--- src/rtl/insn_cls_pkg.sv ---
package insn_cls_pkg;
    localparam int WORD_W  = 32;
    localparam int REG_W   = 4;
    localparam int COND_W  = 4;
    localparam int INFO_W  = 3;
    localparam int OFFS_W  = 24;
    localparam int NUM_CLS = 10;
    localparam int IDX_W   = $clog2(NUM_CLS + 1);

    typedef enum logic [IDX_W-1:0] {
        CLS_BX   = 4'd0,
        CLS_BR   = 4'd1,
        CLS_MUL  = 4'd2,
        CLS_MULL = 4'd3,
        CLS_SWP  = 4'd4,
        CLS_HWT  = 4'd5,
        CLS_SWI  = 4'd6,
        CLS_CPDT = 4'd7,
        CLS_CPDO = 4'd8,
        CLS_CPRT = 4'd9,
        CLS_NONE = 4'd10
    } cls_e;

    typedef struct packed {
        logic [REG_W-1:0]  hi;
        logic [REG_W-1:0]  mid;
        logic [REG_W-1:0]  sel;
        logic [REG_W-1:0]  lo;
        logic [INFO_W-1:0] info;
        logic              load;
        logic              link;
        logic [OFFS_W-1:0] offset;
        logic              pc_bad;
    } fields_t;

    function automatic logic [WORD_W-1:0] pat_mask(input int idx);
        case (idx)
            0:       return 32'h0FFF_FFF0;
            1:       return 32'h0E00_0000;
            2:       return 32'h0FC0_00F0;
            3:       return 32'h0F80_00F0;
            4:       return 32'h0FB0_0FF0;
            5:       return 32'h0E00_0090;
            6:       return 32'h0F00_0000;
            7:       return 32'h0E00_0000;
            8:       return 32'h0F00_0010;
            default: return 32'h0F00_0010;
        endcase
    endfunction

    function automatic logic [WORD_W-1:0] pat_value(input int idx);
        case (idx)
            0:       return 32'h012F_FF10;
            1:       return 32'h0A00_0000;
            2:       return 32'h0000_0090;
            3:       return 32'h0080_0090;
            4:       return 32'h0100_0090;
            5:       return 32'h0000_0090;
            6:       return 32'h0F00_0000;
            7:       return 32'h0C00_0000;
            8:       return 32'h0E00_0000;
            default: return 32'h0E00_0010;
        endcase
    endfunction
endpackage

--- src/rtl/insn_pat_match.sv ---
module insn_pat_match
    import insn_cls_pkg::*;
#(
    parameter int N = NUM_CLS
) (
    input  logic [WORD_W-1:0] word,
    output logic [N-1:0]      hit
);
    for (genvar g = 0; g < N; g++) begin : g_pat
        assign hit[g] = ((word & pat_mask(g)) == pat_value(g));
    end
endmodule

--- src/rtl/insn_prio_pick.sv ---
module insn_prio_pick
    import insn_cls_pkg::*;
#(
    parameter int N = NUM_CLS
) (
    input  logic [N-1:0] req,
    output logic [N-1:0] grant,
    output cls_e         idx,
    output logic         none
);
    // lowest set bit is the highest priority
    assign grant = req & ~(req - 1'b1);
    assign none  = (req == '0);

    always_comb begin
        idx = CLS_NONE;
        for (int i = N - 1; i >= 0; i--) begin
            if (req[i]) idx = cls_e'(i);
        end
    end
endmodule

--- src/rtl/insn_field_extract.sv ---
module insn_field_extract
    import insn_cls_pkg::*;
(
    input  logic [WORD_W-1:0] word,
    input  cls_e              cls,
    output fields_t           fld
);
    logic [REG_W-1:0] b_hi, b_mid, b_sel, b_lo;
    logic             pc_hi, pc_mid, pc_sel, pc_lo;

    assign b_hi   = word[19:16];
    assign b_mid  = word[15:12];
    assign b_sel  = word[11:8];
    assign b_lo   = word[3:0];
    assign pc_hi  = &b_hi;
    assign pc_mid = &b_mid;
    assign pc_sel = &b_sel;
    assign pc_lo  = &b_lo;

    always_comb begin
        fld = '0;
        unique case (cls)
            CLS_BX: begin
                fld.lo     = b_lo;
                fld.pc_bad = pc_lo;
            end
            CLS_BR: begin
                fld.link   = word[24];
                fld.offset = word[23:0];
            end
            CLS_MUL, CLS_MULL: begin
                fld.hi     = b_hi;
                fld.mid    = b_mid;
                fld.sel    = b_sel;
                fld.lo     = b_lo;
                fld.pc_bad = pc_hi | pc_mid | pc_sel | pc_lo;
            end
            CLS_SWP: begin
                fld.hi     = b_hi;
                fld.mid    = b_mid;
                fld.lo     = b_lo;
                fld.pc_bad = pc_hi | pc_mid | pc_lo;
            end
            CLS_HWT: begin
                fld.hi     = b_hi;
                fld.mid    = b_mid;
                fld.lo     = b_lo;
                fld.load   = word[20];
                fld.pc_bad = (!word[22] && pc_lo) || (word[21] && pc_hi);
            end
            CLS_SWI: begin
                fld = '0;
            end
            CLS_CPDT: begin
                fld.hi   = b_hi;
                fld.mid  = b_mid;
                fld.sel  = b_sel;
                fld.load = word[20];
            end
            CLS_CPDO, CLS_CPRT: begin
                fld.hi   = b_hi;
                fld.mid  = b_mid;
                fld.sel  = b_sel;
                fld.lo   = b_lo;
                fld.info = word[7:5];
                fld.load = (cls == CLS_CPRT) ? word[20] : 1'b0;
            end
            CLS_NONE: begin
                fld = '0;
            end
            default: begin
                fld = '0;
            end
        endcase
    end
endmodule

--- src/rtl/insn_class_decoder.sv ---
module insn_class_decoder
    import insn_cls_pkg::*;
(
    input  logic                clk,
    input  logic                rst_n,
    input  logic                in_vld,
    input  logic [WORD_W-1:0]   in_word,
    output logic                out_vld,
    output logic [NUM_CLS-1:0]  out_cls,
    output logic                out_unknown,
    output logic [COND_W-1:0]   out_cond,
    output logic [REG_W-1:0]    out_fld_hi,
    output logic [REG_W-1:0]    out_fld_mid,
    output logic [REG_W-1:0]    out_fld_sel,
    output logic [REG_W-1:0]    out_fld_lo,
    output logic [INFO_W-1:0]   out_cp_info,
    output logic                out_load,
    output logic                out_link,
    output logic [OFFS_W-1:0]   out_offset,
    output logic                out_pc_misuse
);
    localparam logic [NUM_CLS-1:0] PC_CLS_MASK = NUM_CLS'(10'b00_0011_1101);

    logic [NUM_CLS-1:0] hit, grant;
    cls_e               win;
    logic               no_hit;
    fields_t            fld;

    insn_pat_match #(.N(NUM_CLS)) u_match (
        .word (in_word),
        .hit  (hit)
    );

    insn_prio_pick #(.N(NUM_CLS)) u_pick (
        .req   (hit),
        .grant (grant),
        .idx   (win),
        .none  (no_hit)
    );

    insn_field_extract u_fields (
        .word (in_word),
        .cls  (win),
        .fld  (fld)
    );

    always_ff @(posedge clk) begin
        if (!rst_n || !in_vld) begin
            out_vld       <= 1'b0;
            out_cls       <= '0;
            out_unknown   <= 1'b0;
            out_cond      <= '0;
            out_fld_hi    <= '0;
            out_fld_mid   <= '0;
            out_fld_sel   <= '0;
            out_fld_lo    <= '0;
            out_cp_info   <= '0;
            out_load      <= 1'b0;
            out_link      <= 1'b0;
            out_offset    <= '0;
            out_pc_misuse <= 1'b0;
        end else begin
            out_vld       <= 1'b1;
            out_cls       <= grant;
            out_unknown   <= no_hit;
            out_cond      <= in_word[31:28];
            out_fld_hi    <= fld.hi;
            out_fld_mid   <= fld.mid;
            out_fld_sel   <= fld.sel;
            out_fld_lo    <= fld.lo;
            out_cp_info   <= fld.info;
            out_load      <= fld.load;
            out_link      <= fld.link;
            out_offset    <= fld.offset;
            out_pc_misuse <= fld.pc_bad;
        end
    end

    a_r1_vld_follow: assert property (@(posedge clk) disable iff (!rst_n)
        in_vld |=> out_vld);
    a_r1_vld_drop: assert property (@(posedge clk) disable iff (!rst_n)
        !in_vld |=> !out_vld);
    a_r2_idle_quiet: assert property (@(posedge clk) disable iff (!rst_n)
        !out_vld |-> (out_cls == '0 && !out_unknown && out_cond == '0 && !out_pc_misuse));
    a_r3_class_onehot: assert property (@(posedge clk) disable iff (!rst_n)
        (out_vld && !out_unknown) |-> ($countones(out_cls) == 1));
    a_r5_unknown_excl: assert property (@(posedge clk) disable iff (!rst_n)
        out_unknown |-> (out_cls == '0 && out_fld_hi == '0 && out_fld_lo == '0));
    a_r8_offset_branch_only: assert property (@(posedge clk) disable iff (!rst_n)
        (out_link || out_offset != '0) |-> out_cls[CLS_BR]);
    a_r10_pc_class: assert property (@(posedge clk) disable iff (!rst_n)
        out_pc_misuse |-> ((out_cls & PC_CLS_MASK) != '0));
endmodule

--- config.mk ---
export PLATFORM = sky130hd
export DESIGN_NAME = insn_class_decoder
export DESIGN_NICKNAME = d
export VERILOG_FILES = /design/src/rtl/insn_cls_pkg.sv /design/src/rtl/insn_pat_match.sv /design/src/rtl/insn_prio_pick.sv /design/src/rtl/insn_field_extract.sv /design/src/rtl/insn_class_decoder.sv
export SDC_FILE = /design/constraint.sdc
export NUM_CORES = 1
export LEC_CHECK = 0
export BUFFER_PORTS_ARGS = -buffer_cell sky130_fd_sc_hd__buf_2
export CORE_MARGIN = 3
export CORE_UTILIZATION = 30
export DETAILED_ROUTE_END_ITERATION = 6
export HOLD_SLACK_MARGIN = 0.1
export PLACE_DENSITY_LB_ADDON = 0.08
export SLEW_MARGIN = 0
export SYNTH_ARGS = -nofsm -noshare
export SYNTH_HDL_FRONTEND = slang
export SYNTH_SLANG_ARGS = --single-unit
--- constraint.sdc ---
create_clock -name clk -period 2.1 [get_ports clk]
set_clock_uncertainty 0.15 [all_clocks]
set_input_delay 0.21 -clock clk [delete_from_list [all_inputs] [get_ports clk]]
set_output_delay 0.21 -clock clk [all_outputs]
set_load 0.005 [all_outputs]
==> results.json <==
{
  "worstPathCellList": "dlygate4sd3_1, buf_2, nor3b_1, nand4_1, o211ai_4, o21bai_4, and2_1",
  "cp-end-kind": "register",
  "crit_cells": 7,
  "grt_max_degree": 16,
  "wl_per_cell_um": 13.25,
  "synth_mux_area_share_pct": 0,
  "required_ns": 2.17,
  "diodes": 0,
  "cp_top_family": "simple AND/OR/NAND/NOR gates",
  "crit_arrival_ns": 2.07,
  "dr.pass1.iters": 4,
  "seqCellArea_sq_um": 1241,
  "synth_edf_count": 0,
  "powerDensity_nw_per_um2": 796.2,
  "ctsLongestPathBuffers": 2,
  "drt_iter0_drc": 52,
  "synth_fa_ha_area_share_pct": 0,
  "synth_top_family_by_area": "simple AND/OR/NAND/NOR gates",
  "fmax_mhz": 501.5,
  "cts_tree": "yes",
  "post-dp-hpwl_um": 3792,
  "rows": 28,
  "die_area_sq_um": 7416,
  "vias_per_cell": 4.333,
  "synthSimpleGateAreaFrac_pct": 29.17,
  "synth-seq-area-share_pct": 64.46,
  "hp-start": "rst_n",
  "grt_pass1_vias": 1868,
  "cts-htree-levels": 3,
  "cp_slowest_stage_delay_ns": 0.53,
  "drt-total-wl_um": 5286,
  "vias": 1729,
  "setup-violations-final": 0,
  "fin_nets": 354,
  "cts.sinks": 62,
  "start_util_pct": 31.77,
  "cp_max_fo": 8,
  "hold_ws_ns": 0.1562,
  "n_fill_cell": 570,
  "cp_num_buf_inv": 2,
  "drv_slew": 0,
  "holdPathEnd": "out_link$_SDFF_PP0_",
  "syn_avg_cell_area_sq_um": 11.20,
  "multiInputGateArea_sq_um": 703.2,
  "synthesis.area_sq_um": 1926,
  "slowest_stage": "dlygate4sd3_1",
  "min_path_type": "input port to register",
  "yosysWarnings": 0,
  "root_buffer": "clkbuf_8",
  "synth_xor_area_share_pct": 0,
  "critPathKind": "input port to register",
  "grt_pass1_wl_um": 8735,
  "cts.reportedPaths.clkPinSlew_ns": 0.07,
  "port_buffers": 96,
  "min_path_cells": 3,
  "die_w_um": 86.12,
  "hold_violations": 0,
  "syn_inst": 172,
  "cts_buffers": 9,
  "drc": 0,
  "p_total_mw": 2.526,
  "worst_pin_slew_ns": 0.3692,
  "ios": 97,
  "synth_nets": 207,
  "grt_usage_pct": 15.25,
  "ir_drop_mv": 0.3949,
  "grt_overflow": 0,
  "core-area_sq_um": 6061,
  "antenna_found_initial": 0,
  "period_needed_ns": 1.994,
  "fin_setup_tns_ns": 0,
  "ys_types": 33,
  "fp.dieH_um": 86.12,
  "async_reset_ff_share_pct": 0,
  "start_kind": "input port",
  "final_layout_size_suffix_gt1_share_pct": 39.51,
  "leakagePower_nw": 1.600,
  "area_growth_pct": 64.78,
  "maxCapViolCount": 0,
  "synth_compound_area_share_pct": 5.393,
  "fin_crit_sh_pct": 94.95,
  "routabilityCongestion": 0.7589,
  "antenna_left": 0,
  "outcome": "finished clean",
  "ys_ff_latch": 62,
  "max_slew_margin_pct": 75.04,
  "synth_ff_type": "dfxtp_1"
}
## synth_stat cells, drive strengths merged, types with 3 or more instances
cell   count  area [sq um]
nor3       9         45.04
and2      39         244.0
nor2      10         37.54
nor2b      4         25.02
and4       3         26.28
dfxtp     62          1241
a21oi      4         23.77
inv        3         11.26
nand2      4         15.01
and3       7         43.79
nand4      4         31.28
## flip-flops by register name, indices dropped and copies added, names as in the netlist
register / cells
out_cond: 4
out_load: 1
out_fld_lo: 4
out_pc_misuse: 1
out_fld_hi: 4
out_cp_info: 3
out_offset: 24
out_fld_mid: 4
out_fld_sel: 4
out_unknown: 1
out_vld: 1
out_link: 1
out_cls: 10
## kinds of logic after synthesis
group	count (synthesis)
simple gates	91
flops	62
compound gates	14
buf+inv	5
## metal layers
layer | wire length, um | share of wire [%] | track usage (%)
met1 | 2209 | 42 | 17.88
met2 | 2555 | 48 | 24.88
met3 | 406 | 7.7 | 4.995
met4 | 115 | 2.2 | 7.626
met5 | 0 | 0 | 0
## metrics by stage
step	worst slack (ns)	instances	area (sq um)	utilization (%)
2_1_floorplan	0.6111	172	1926	-
3_3_place_gp	0.2984	346	2530	41.74
3_5_place_dp	0.2609	346	2530	41.74
4_1_cts	0.05396	399	3123	51.53
5_1_grt	-0.02208	399	3173	52.35
6_report	0.1060	399	3173	52.35
## how the worst max path moves through the flow
stage,start,slack (ns),endpoint
global placement,in_word[24],0.30,out_fld_hi[1]$_SDFF_PP0_
CTS,in_word[25],0.05,out_fld_mid[0]$_SDFF_PP0_
floorplan,in_word[27],0.61,out_fld_hi[0]$_SDFF_PP0_
finish,in_word[24],0.11,out_fld_mid[3]$_SDFF_PP0_
global route,in_word[27],-0.02,out_fld_hi[0]$_SDFF_PP0_
detailed placement,in_word[27],0.26,out_fld_mid[0]$_SDFF_PP0_
## tightest hold or removal path, cell delays in order
cell	delay [ns]
buf_2	0.12
nand2_1	0.18
nor3_1	0.08
## power by group
part,leakage (nW),internal (mW),switching [mW]
Clock,0.108,0.696,0.452
Combinational,0.990,0.103,0.0802
Sequential,0.502,1.19,0.00350
Total,1.60,1.99,0.536
## cell type report
type / count / area share, %
clock inverter: 6 / 2.681
inverter: 3 / 0.3549
tap: 75 / 2.957
clock buffer: 10 / 4.338
sequential: 62 / 39.12
multi-input combinational: 105 / 22.16
timing repair buffer: 138 / 28.39
## repair_timing
item	in CTS	in global routing
buffers inserted	0	2
hold buffers	37	0
hold endpoints to repair	55	0
resized for setup	0	10
setup endpoints to repair	0	9
## cells in the final DEF (no fill, tap or decap), drive strengths merged, types with 3 or more instances in the layout
| cell type | count |
|---|---|
| nor2b | 4 |
| nand4 | 4 |
| buf | 101 |
| nor3 | 9 |
| clkbuf | 10 |
| dfxtp | 62 |
| and3 | 7 |
| and2 | 39 |
| inv | 3 |
| and4 | 3 |
| dlygate4sd3 | 35 |
| nor2 | 10 |
| a21oi | 4 |
| nand2 | 4 |
No activity file was read; power rests on OpenSTA's default activity.
